## config.mk

```make
export PLATFORM = sky130hd
export DESIGN_NAME = spi_cmd_engine
export DESIGN_NICKNAME = d
export VERILOG_FILES = /design/src/rtl/spi_cmd_pkg.sv /design/src/rtl/spi_sclk_phase.sv /design/src/rtl/spi_byte_shifter.sv /design/src/rtl/spi_cmd_engine.sv
export SDC_FILE = /design/constraint.sdc
export NUM_CORES = 2
export LEC_CHECK = 0
export ABC_AREA = 0
export BUFFER_PORTS_ARGS = -buffer_cell sky130_fd_sc_hd__buf_2
export CORE_ASPECT_RATIO = 1.5
export CORE_UTILIZATION = 36
export DETAILED_ROUTE_END_ITERATION = 12
export GPL_ROUTABILITY_DRIVEN = 0
export SLEW_MARGIN = 20
export SYNTH_ARGS = -nofsm -noshare
export SYNTH_HDL_FRONTEND = slang
export SYNTH_SLANG_ARGS = --single-unit
```

## constraint.sdc

```tcl
create_clock -name clk -period 6.9 [get_ports clk]
set_input_delay 1.38 -clock clk [delete_from_list [all_inputs] [get_ports clk]]
set_output_delay 1.38 -clock clk [all_outputs]
set_load 0.03 [all_outputs]
```

## src/rtl/spi_cmd_pkg.sv

```systemverilog
package spi_cmd_pkg;

    typedef enum logic [1:0] {
        SEQ_IDLE = 2'd0,
        SEQ_RUN  = 2'd1,
        SEQ_GAP  = 2'd2
    } seq_state_e;

    // byte addresses seen by software
    localparam logic [7:0] A_CTRL_EXEC = 8'h02;  // control bits 23:16
    localparam logic [7:0] A_CTRL_STAT = 8'h03;  // control bits 31:24
    localparam logic [7:0] A_CS_SEL    = 8'h1D;
    localparam logic [7:0] A_OPCODE    = 8'h44;
    localparam logic [7:0] A_TX_CNT    = 8'h48;
    localparam logic [7:0] A_RX_CNT    = 8'h4B;
    localparam logic [7:0] A_BUF_BASE  = 8'h80;

endpackage

```

## src/rtl/spi_sclk_phase.sv

```systemverilog
module spi_sclk_phase #(
    parameter int DIV = 4
) (
    input  logic clk,
    input  logic rst_n,
    input  logic en,
    output logic sclk,
    output logic sample,
    output logic bit_end
);
    localparam int PW = (DIV > 1) ? $clog2(DIV) : 1;
    localparam logic [PW-1:0] LAST = PW'(DIV - 1);
    localparam logic [PW-1:0] HALF = PW'(DIV / 2);

    logic [PW-1:0] ph_d, ph_q;

    always_comb begin
        ph_d = '0;
        if (en && ph_q != LAST) ph_d = ph_q + 1'b1;
    end

    always_ff @(posedge clk or negedge rst_n) begin
        if (!rst_n) ph_q <= '0;
        else        ph_q <= ph_d;
    end

    assign sclk    = en && (ph_q >= HALF);
    assign sample  = en && (ph_q == HALF);
    assign bit_end = en && (ph_q == LAST);

endmodule

```

## src/rtl/spi_byte_shifter.sv

```systemverilog
module spi_byte_shifter (
    input  logic       clk,
    input  logic       rst_n,
    input  logic       load,
    input  logic [7:0] load_val,
    input  logic       load_tx,
    input  logic       sample,
    input  logic       bit_end,
    input  logic       miso,
    output logic       mosi,
    output logic [7:0] data
);
    typedef struct packed {
        logic [7:0] sh;
        logic       tx;
    } shf_t;

    shf_t d, q;

    always_comb begin
        d = q;
        if (load) begin
            d.sh = load_val;
            d.tx = load_tx;
        end else if (sample && !q.tx) begin
            d.sh = {q.sh[6:0], miso};
        end else if (bit_end && q.tx) begin
            d.sh = {q.sh[6:0], 1'b0};
        end
    end

    always_ff @(posedge clk or negedge rst_n) begin
        if (!rst_n) q <= '0;
        else        q <= d;
    end

    assign mosi = q.tx & q.sh[7];
    assign data = q.sh;

endmodule

```

## src/rtl/spi_cmd_engine.sv

```systemverilog
module spi_cmd_engine
    import spi_cmd_pkg::*;
#(
    parameter int DIV   = 4,
    parameter int DEPTH = 70,
    parameter int NCS   = 4
) (
    input  logic           clk,
    input  logic           rst_n,
    input  logic           bus_we,
    input  logic [7:0]     bus_addr,
    input  logic [7:0]     bus_wdata,
    output logic [7:0]     bus_rdata,
    output logic           sclk,
    output logic           mosi,
    input  logic           miso,
    output logic [NCS-1:0] cs_n
);
    localparam int CW = (NCS > 1) ? $clog2(NCS) : 1;
    localparam int GW = (DIV > 1) ? $clog2(DIV) : 1;
    localparam int AW = $clog2(DEPTH);
    localparam logic [7:0] DEPTH8  = 8'(DEPTH);
    localparam logic [8:0] BUF_END = {1'b0, A_BUF_BASE} + 9'(DEPTH);

    typedef struct packed {
        seq_state_e    st;
        logic          exec;
        logic [CW-1:0] csel;
        logic [CW-1:0] cs_lat;
        logic [7:0]    opc;
        logic [7:0]    txc;
        logic [7:0]    rxc;
        logic [7:0]    tx_eff;
        logic [7:0]    last;
        logic [7:0]    idx;
        logic [2:0]    bitn;
        logic [GW-1:0] gap;
    } eng_t;

    eng_t d, q;
    logic [7:0]    mem_q [DEPTH];
    logic          mem_we;
    logic [AW-1:0] mem_waddr;
    logic [7:0]    mem_wdata;
    logic          ld, ld_tx;
    logic [7:0]    ld_val;
    logic          busy, exec_pend;
    logic          ph_sclk, ph_sample, ph_bit_end;
    logic          sh_mosi;
    logic [7:0]    sh_data;
    logic [7:0]    tx_clamp, rx_room, rx_clamp, nxt;
    logic          in_buf;

    assign in_buf    = ({1'b0, bus_addr} >= {1'b0, A_BUF_BASE}) && ({1'b0, bus_addr} < BUF_END);
    assign busy      = q.exec || (q.st != SEQ_IDLE);
    assign exec_pend = q.exec;

    spi_sclk_phase #(.DIV(DIV)) u_phase (
        .clk     (clk),
        .rst_n   (rst_n),
        .en      (q.st == SEQ_RUN),
        .sclk    (ph_sclk),
        .sample  (ph_sample),
        .bit_end (ph_bit_end)
    );

    spi_byte_shifter u_shift (
        .clk      (clk),
        .rst_n    (rst_n),
        .load     (ld),
        .load_val (ld_val),
        .load_tx  (ld_tx),
        .sample   (ph_sample),
        .bit_end  (ph_bit_end),
        .miso     (miso),
        .mosi     (sh_mosi),
        .data     (sh_data)
    );

    always_comb begin
        d         = q;
        mem_we    = 1'b0;
        mem_waddr = '0;
        mem_wdata = '0;
        ld        = 1'b0;
        ld_val    = '0;
        ld_tx     = 1'b0;
        tx_clamp  = (q.txc > DEPTH8) ? DEPTH8 : q.txc;
        rx_room   = DEPTH8 - tx_clamp;
        rx_clamp  = (q.rxc > rx_room) ? rx_room : q.rxc;
        nxt       = q.idx + 8'd1;

        // software writes
        if (bus_we) begin
            if (in_buf) begin
                mem_we    = 1'b1;
                mem_waddr = AW'(bus_addr - A_BUF_BASE);
                mem_wdata = bus_wdata;
            end else begin
                case (bus_addr)
                    A_CS_SEL: d.csel = bus_wdata[CW-1:0];
                    A_OPCODE: d.opc  = bus_wdata;
                    A_TX_CNT: d.txc  = bus_wdata;
                    A_RX_CNT: d.rxc  = bus_wdata;
                    A_CTRL_EXEC: begin
                        if (bus_wdata[0] && !busy)            d.exec = 1'b1;
                        if (bus_wdata[4] && q.st == SEQ_IDLE) d.idx  = '0;
                    end
                    default: ;
                endcase
            end
        end

        // sequencer
        case (q.st)
            SEQ_IDLE: begin
                if (q.exec) begin
                    d.exec   = 1'b0;
                    d.st     = SEQ_RUN;
                    d.cs_lat = q.csel;
                    d.tx_eff = tx_clamp;
                    d.last   = 8'd1 + tx_clamp + rx_clamp;
                    d.idx    = '0;
                    d.bitn   = '0;
                    ld       = 1'b1;
                    ld_val   = q.opc;
                    ld_tx    = 1'b1;
                end
            end
            SEQ_RUN: begin
                if (ph_bit_end) begin
                    d.bitn = q.bitn + 3'd1;
                    if (q.bitn == 3'd7) begin
                        if (q.idx > q.tx_eff) begin
                            mem_we    = 1'b1;
                            mem_waddr = AW'(q.idx - 8'd1);
                            mem_wdata = sh_data;
                        end
                        d.idx = nxt;
                        ld    = 1'b1;
                        if (nxt == q.last) begin
                            d.st  = SEQ_GAP;
                            d.gap = '0;
                        end else if (nxt <= q.tx_eff) begin
                            ld_val = mem_q[AW'(q.idx)];
                            ld_tx  = 1'b1;
                        end
                    end
                end
            end
            SEQ_GAP: begin
                if (q.gap == GW'(DIV - 1)) d.st  = SEQ_IDLE;
                else                       d.gap = q.gap + 1'b1;
            end
            default: d.st = SEQ_IDLE;
        endcase
    end

    always_ff @(posedge clk or negedge rst_n) begin
        if (!rst_n) q <= '0;
        else        q <= d;
    end

    always_ff @(posedge clk or negedge rst_n) begin
        if (!rst_n) begin
            for (int i = 0; i < DEPTH; i++) mem_q[i] <= '0;
        end else if (mem_we) begin
            mem_q[mem_waddr] <= mem_wdata;
        end
    end

    always_comb begin
        bus_rdata = '0;
        if (in_buf) begin
            bus_rdata = mem_q[AW'(bus_addr - A_BUF_BASE)];
        end else begin
            case (bus_addr)
                A_CTRL_EXEC: bus_rdata = {7'b0, q.exec};
                A_CTRL_STAT: bus_rdata = {busy, 7'b0};
                A_CS_SEL:    bus_rdata = 8'(q.csel);
                A_OPCODE:    bus_rdata = q.opc;
                A_TX_CNT:    bus_rdata = q.txc;
                A_RX_CNT:    bus_rdata = q.rxc;
                default:     bus_rdata = '0;
            endcase
        end
    end

    for (genvar g = 0; g < NCS; g++) begin : g_cs
        assign cs_n[g] = !((q.st == SEQ_RUN) && (q.cs_lat == CW'(g)));
    end

    assign sclk = ph_sclk;
    assign mosi = (q.st == SEQ_RUN) & sh_mosi;

endmodule

```

==> results.md <==
* Status: completed
* Drt drc at 0
* Post-cts hold buffer count at 0
* Vias per inst at 5.952
* Vias at 22000
* Critical Path RT at 5.52 ns
* Number of synthesized flops with an enable pin at 0
* Reg power frac at 49.2%
* IO Pins at 34
* Mapped cell area at 35300 um^2
* Vias in the first global route at 23590
* Post-DP HPWL at 72.10 mm
* Fillers at 8926
* Largest family of logic cells by synthesized area: multiplexers
* Internal power at 0.005810 W
* Commonest cells in the netlist: dfrtp_1 (631), mux4_2 (345), mux2_2 (316)
* Most frequent CP cell: mux4_2
* Seq/Total Area, Yosys at 44.73%
* Worst IR Drop VDD at 0.1668 mV
* Core box area at 97220 um^2
* HP Class: reg2reg
* CP max-delay cell: buf_8
* Most frequent cell after synthesis: dfrtp_1
* Lkg Pwr at 17.33 nW
* Placed insts at 3585
* Pwr Total at 0.007686 W
* Post-Synth XOR/XNOR Area at 0.7443%
* P&R area growth vs syn at 9.998%
* Initial antenna violation count at 3
* Area leader, netlist: dfrtp_1
* Crit path arrival time at 4.73 ns
* Unrepaired setup endpoints after global routing: no
* Tcrit/Tclk final at 88.62%
* Post-route antenna net violation count at 0
* Gate power share at 6.5%
* Main synth FF type: dfrtp_1
* Syn Nets at 2474
* Routed WL per cell at 28.62 um
* CP max FO at 59
* Initial core utilization at 36.31%
* Final Cell Area at 38830 um^2
* Critical Path, Cell by Cell: buf_8 > buf_12 > mux4_2 > mux4_2 > mux4_2 > a22oi_1 > o211ai_1 > buf_2
* Share of cells above drive strength 1 at 37.33%
* Core Util, Final at 39.94%
* Total of flip-flops plus latches after synthesis at 631
* CTS tree: yes
* Post-CTS Setup Bufs at 0
* Pwr/cell area at 197.9 nW/um^2
* Chip height at 385.5 um
* Adder-Cell Fraction of Synth Area at 1.283%
* Port bufs at 33
* GRT overflow at 0
* Synth top area cells: dfrtp_1 (45%), mux4_2 (22%), mux2_2 (10%)
* Num Clock Sinks at 631
* Total GRT Usage at 21.64%
* Switching share of total power at 24.40%
* Root buffer cell: clkbuf_16
* Cts bufs inserted at 59
* Max cap viols at 0
* Final min period at 6.115 ns
* Max Slew Vio Count at 0
* Total iterations of the first detailed-routing run at 6
* DRT iter0 DRCs at 1916
* Library cells used by synthesis at 74
* Nets at 2422
* WS Path Type: in2out
* TNS Setup at 0 ns
* Largest net degree at the start of global routing at 173
* Portion of total power attributed to the clock network at 44.3%
* Die W at 257.7 um
* Fin Clk Skew at 0.02203 ns
* Setup crit start kind: input pin
* Maximum root-to-sink buffer count at 3
* Clock latency on the worst-skew pair at 0.65 ns
* Resize count post-CTS at 0
* Post-placement cell area at 36850 um^2
* P_sw at 0.001876 W
* Simple-gate portion of the synthesized area at 4.933%
* Mux cell area share after synthesis at 41.79%
* FMAX at 0.1635 GHz
* Clock input transition at the sequential cells of the worst setup and hold paths at 0.07 ns
* Non-filler instance count after layout at 3696
* Area of the die at 99350 um^2
* Top-area cell type share of the netlist area at 44.73%
* Worst Tran Pin Value at 1.173 ns
* CP peak stage delay at 0.55 ns
* Compound-Gate Fraction of Synth Area at 3.750%
* Yosys warns at 0
* H-Tree Level Count at 2
* Site row count at 140
* Final WL at 105.8 mm
* Crit end category: output port
* Mean post-synth cell area at 14.59 um^2
* Cell count after synthesis at 2420
* First-pass GRT wire length at 159.5 mm
* Final setup vio count at 0
* Final hold viol count at 0
* Slew Limit Headroom at 21.46%
* FFs w/ async S/R, synth at 100.0%
## logic make-up after synthesis
| group | Yosys count |
|---|---|
| AOI/OAI and AO/OA | 194 |
| xor gates and xnor gates | 30 |
| adders and majority gates | 36 |
| buffers and inverters | 237 |
| DFF | 631 |
| muxes | 967 |
| other | 1 |
| and+or+nand+nor | 324 |
## cells in the final DEF (no fill, tap or decap), types with 27 or more instances in the layout
master,count
mux4_2,345
dfrtp_1,627
buf_4,33
nand3_1,31
ha_1,33
mux2_2,316
nor2_1,54
clkbuf_16,61
inv_1,44
nand2_1,102
o21ai_0,51
buf_2,29
mux2_1,277
mux2i_1,27
## final timing paths
kind	from	to	slack (ns)	cells after the start
worst max register to register	q[44]	q[18]	1.54	17
worst min-delay path	u_phase.ph_q[0]	u_phase.ph_q[0]	0.48	1
worst max-delay path	bus_addr[0]	bus_rdata[7]	0.79	8
min in group asynchronous	rst_n	mem_q[8]	0.74	1
max in group asynchronous	rst_n	mem_q[268]	4.52	2
worst min register to register	u_phase.ph_q[0]	u_phase.ph_q[0]	0.48	1
## layout make-up
type / instances / area, um^2 / area share (%)
repair buffers: 75 / 634.4 / 1.634
flip-flops and latches: 631 / 15800 / 40.69
clock inverters: 25 / 279.0 / 0.7185
inverters: 49 / 183.9 / 0.4736
well taps: 1278 / 1599 / 4.118
clock buffers: 84 / 1703 / 4.385
multi-input cells: 1552 / 18630 / 47.97
diodes: 2 / 5.005 / 0.01289
## metrics by stage
step | hold slack, ns | setup WS, ns
6_report | 0.4792 | 0.7854
5_1_grt | 0.4921 | 0.6571
4_1_cts | 0.4765 | 0.7828
3_5_place_dp | 0.4680 | 0.7881
3_3_place_gp | 0.4560 | 0.8307
2_1_floorplan | 0.4428 | 1.510
## registers in the layout, summed over array words and instances (netlist names)
name          cells
u_phase.ph_q      2
mem_q           560
q                59
u_shift.data      8
exec_pend         1
u_shift.q         1
## power groups by stage
stage	Combinational, W	Clock [W]	Sequential [W]
4_1_cts	0.000509	0.00349	0.00378
6_report	0.000499	0.00341	0.00378
3_5_place_dp	0.000508	0	0.00385
5_1_grt	0.000547	0.00360	0.00378
2_1_floorplan	0.000313	0	0.00382
3_3_place_gp	0.000494	0	0.00385
## critical path: cells and delay by family
kind            cells  cell delay [ns]
compound gates      2             0.47
mux                 3             1.62
buf+inv             3             1.14
## layer usage
layer  part of all wire, %  track usage [%]  vias to the layer above
met2                    53            38.96                      719
li1                      -                -                     9170
met3                   4.9            3.122                      247
met4                   6.6            12.90                        0
met5                     0                0                        -
met1                    36            24.18                    11860
Power figures use the tool's default switching activity.
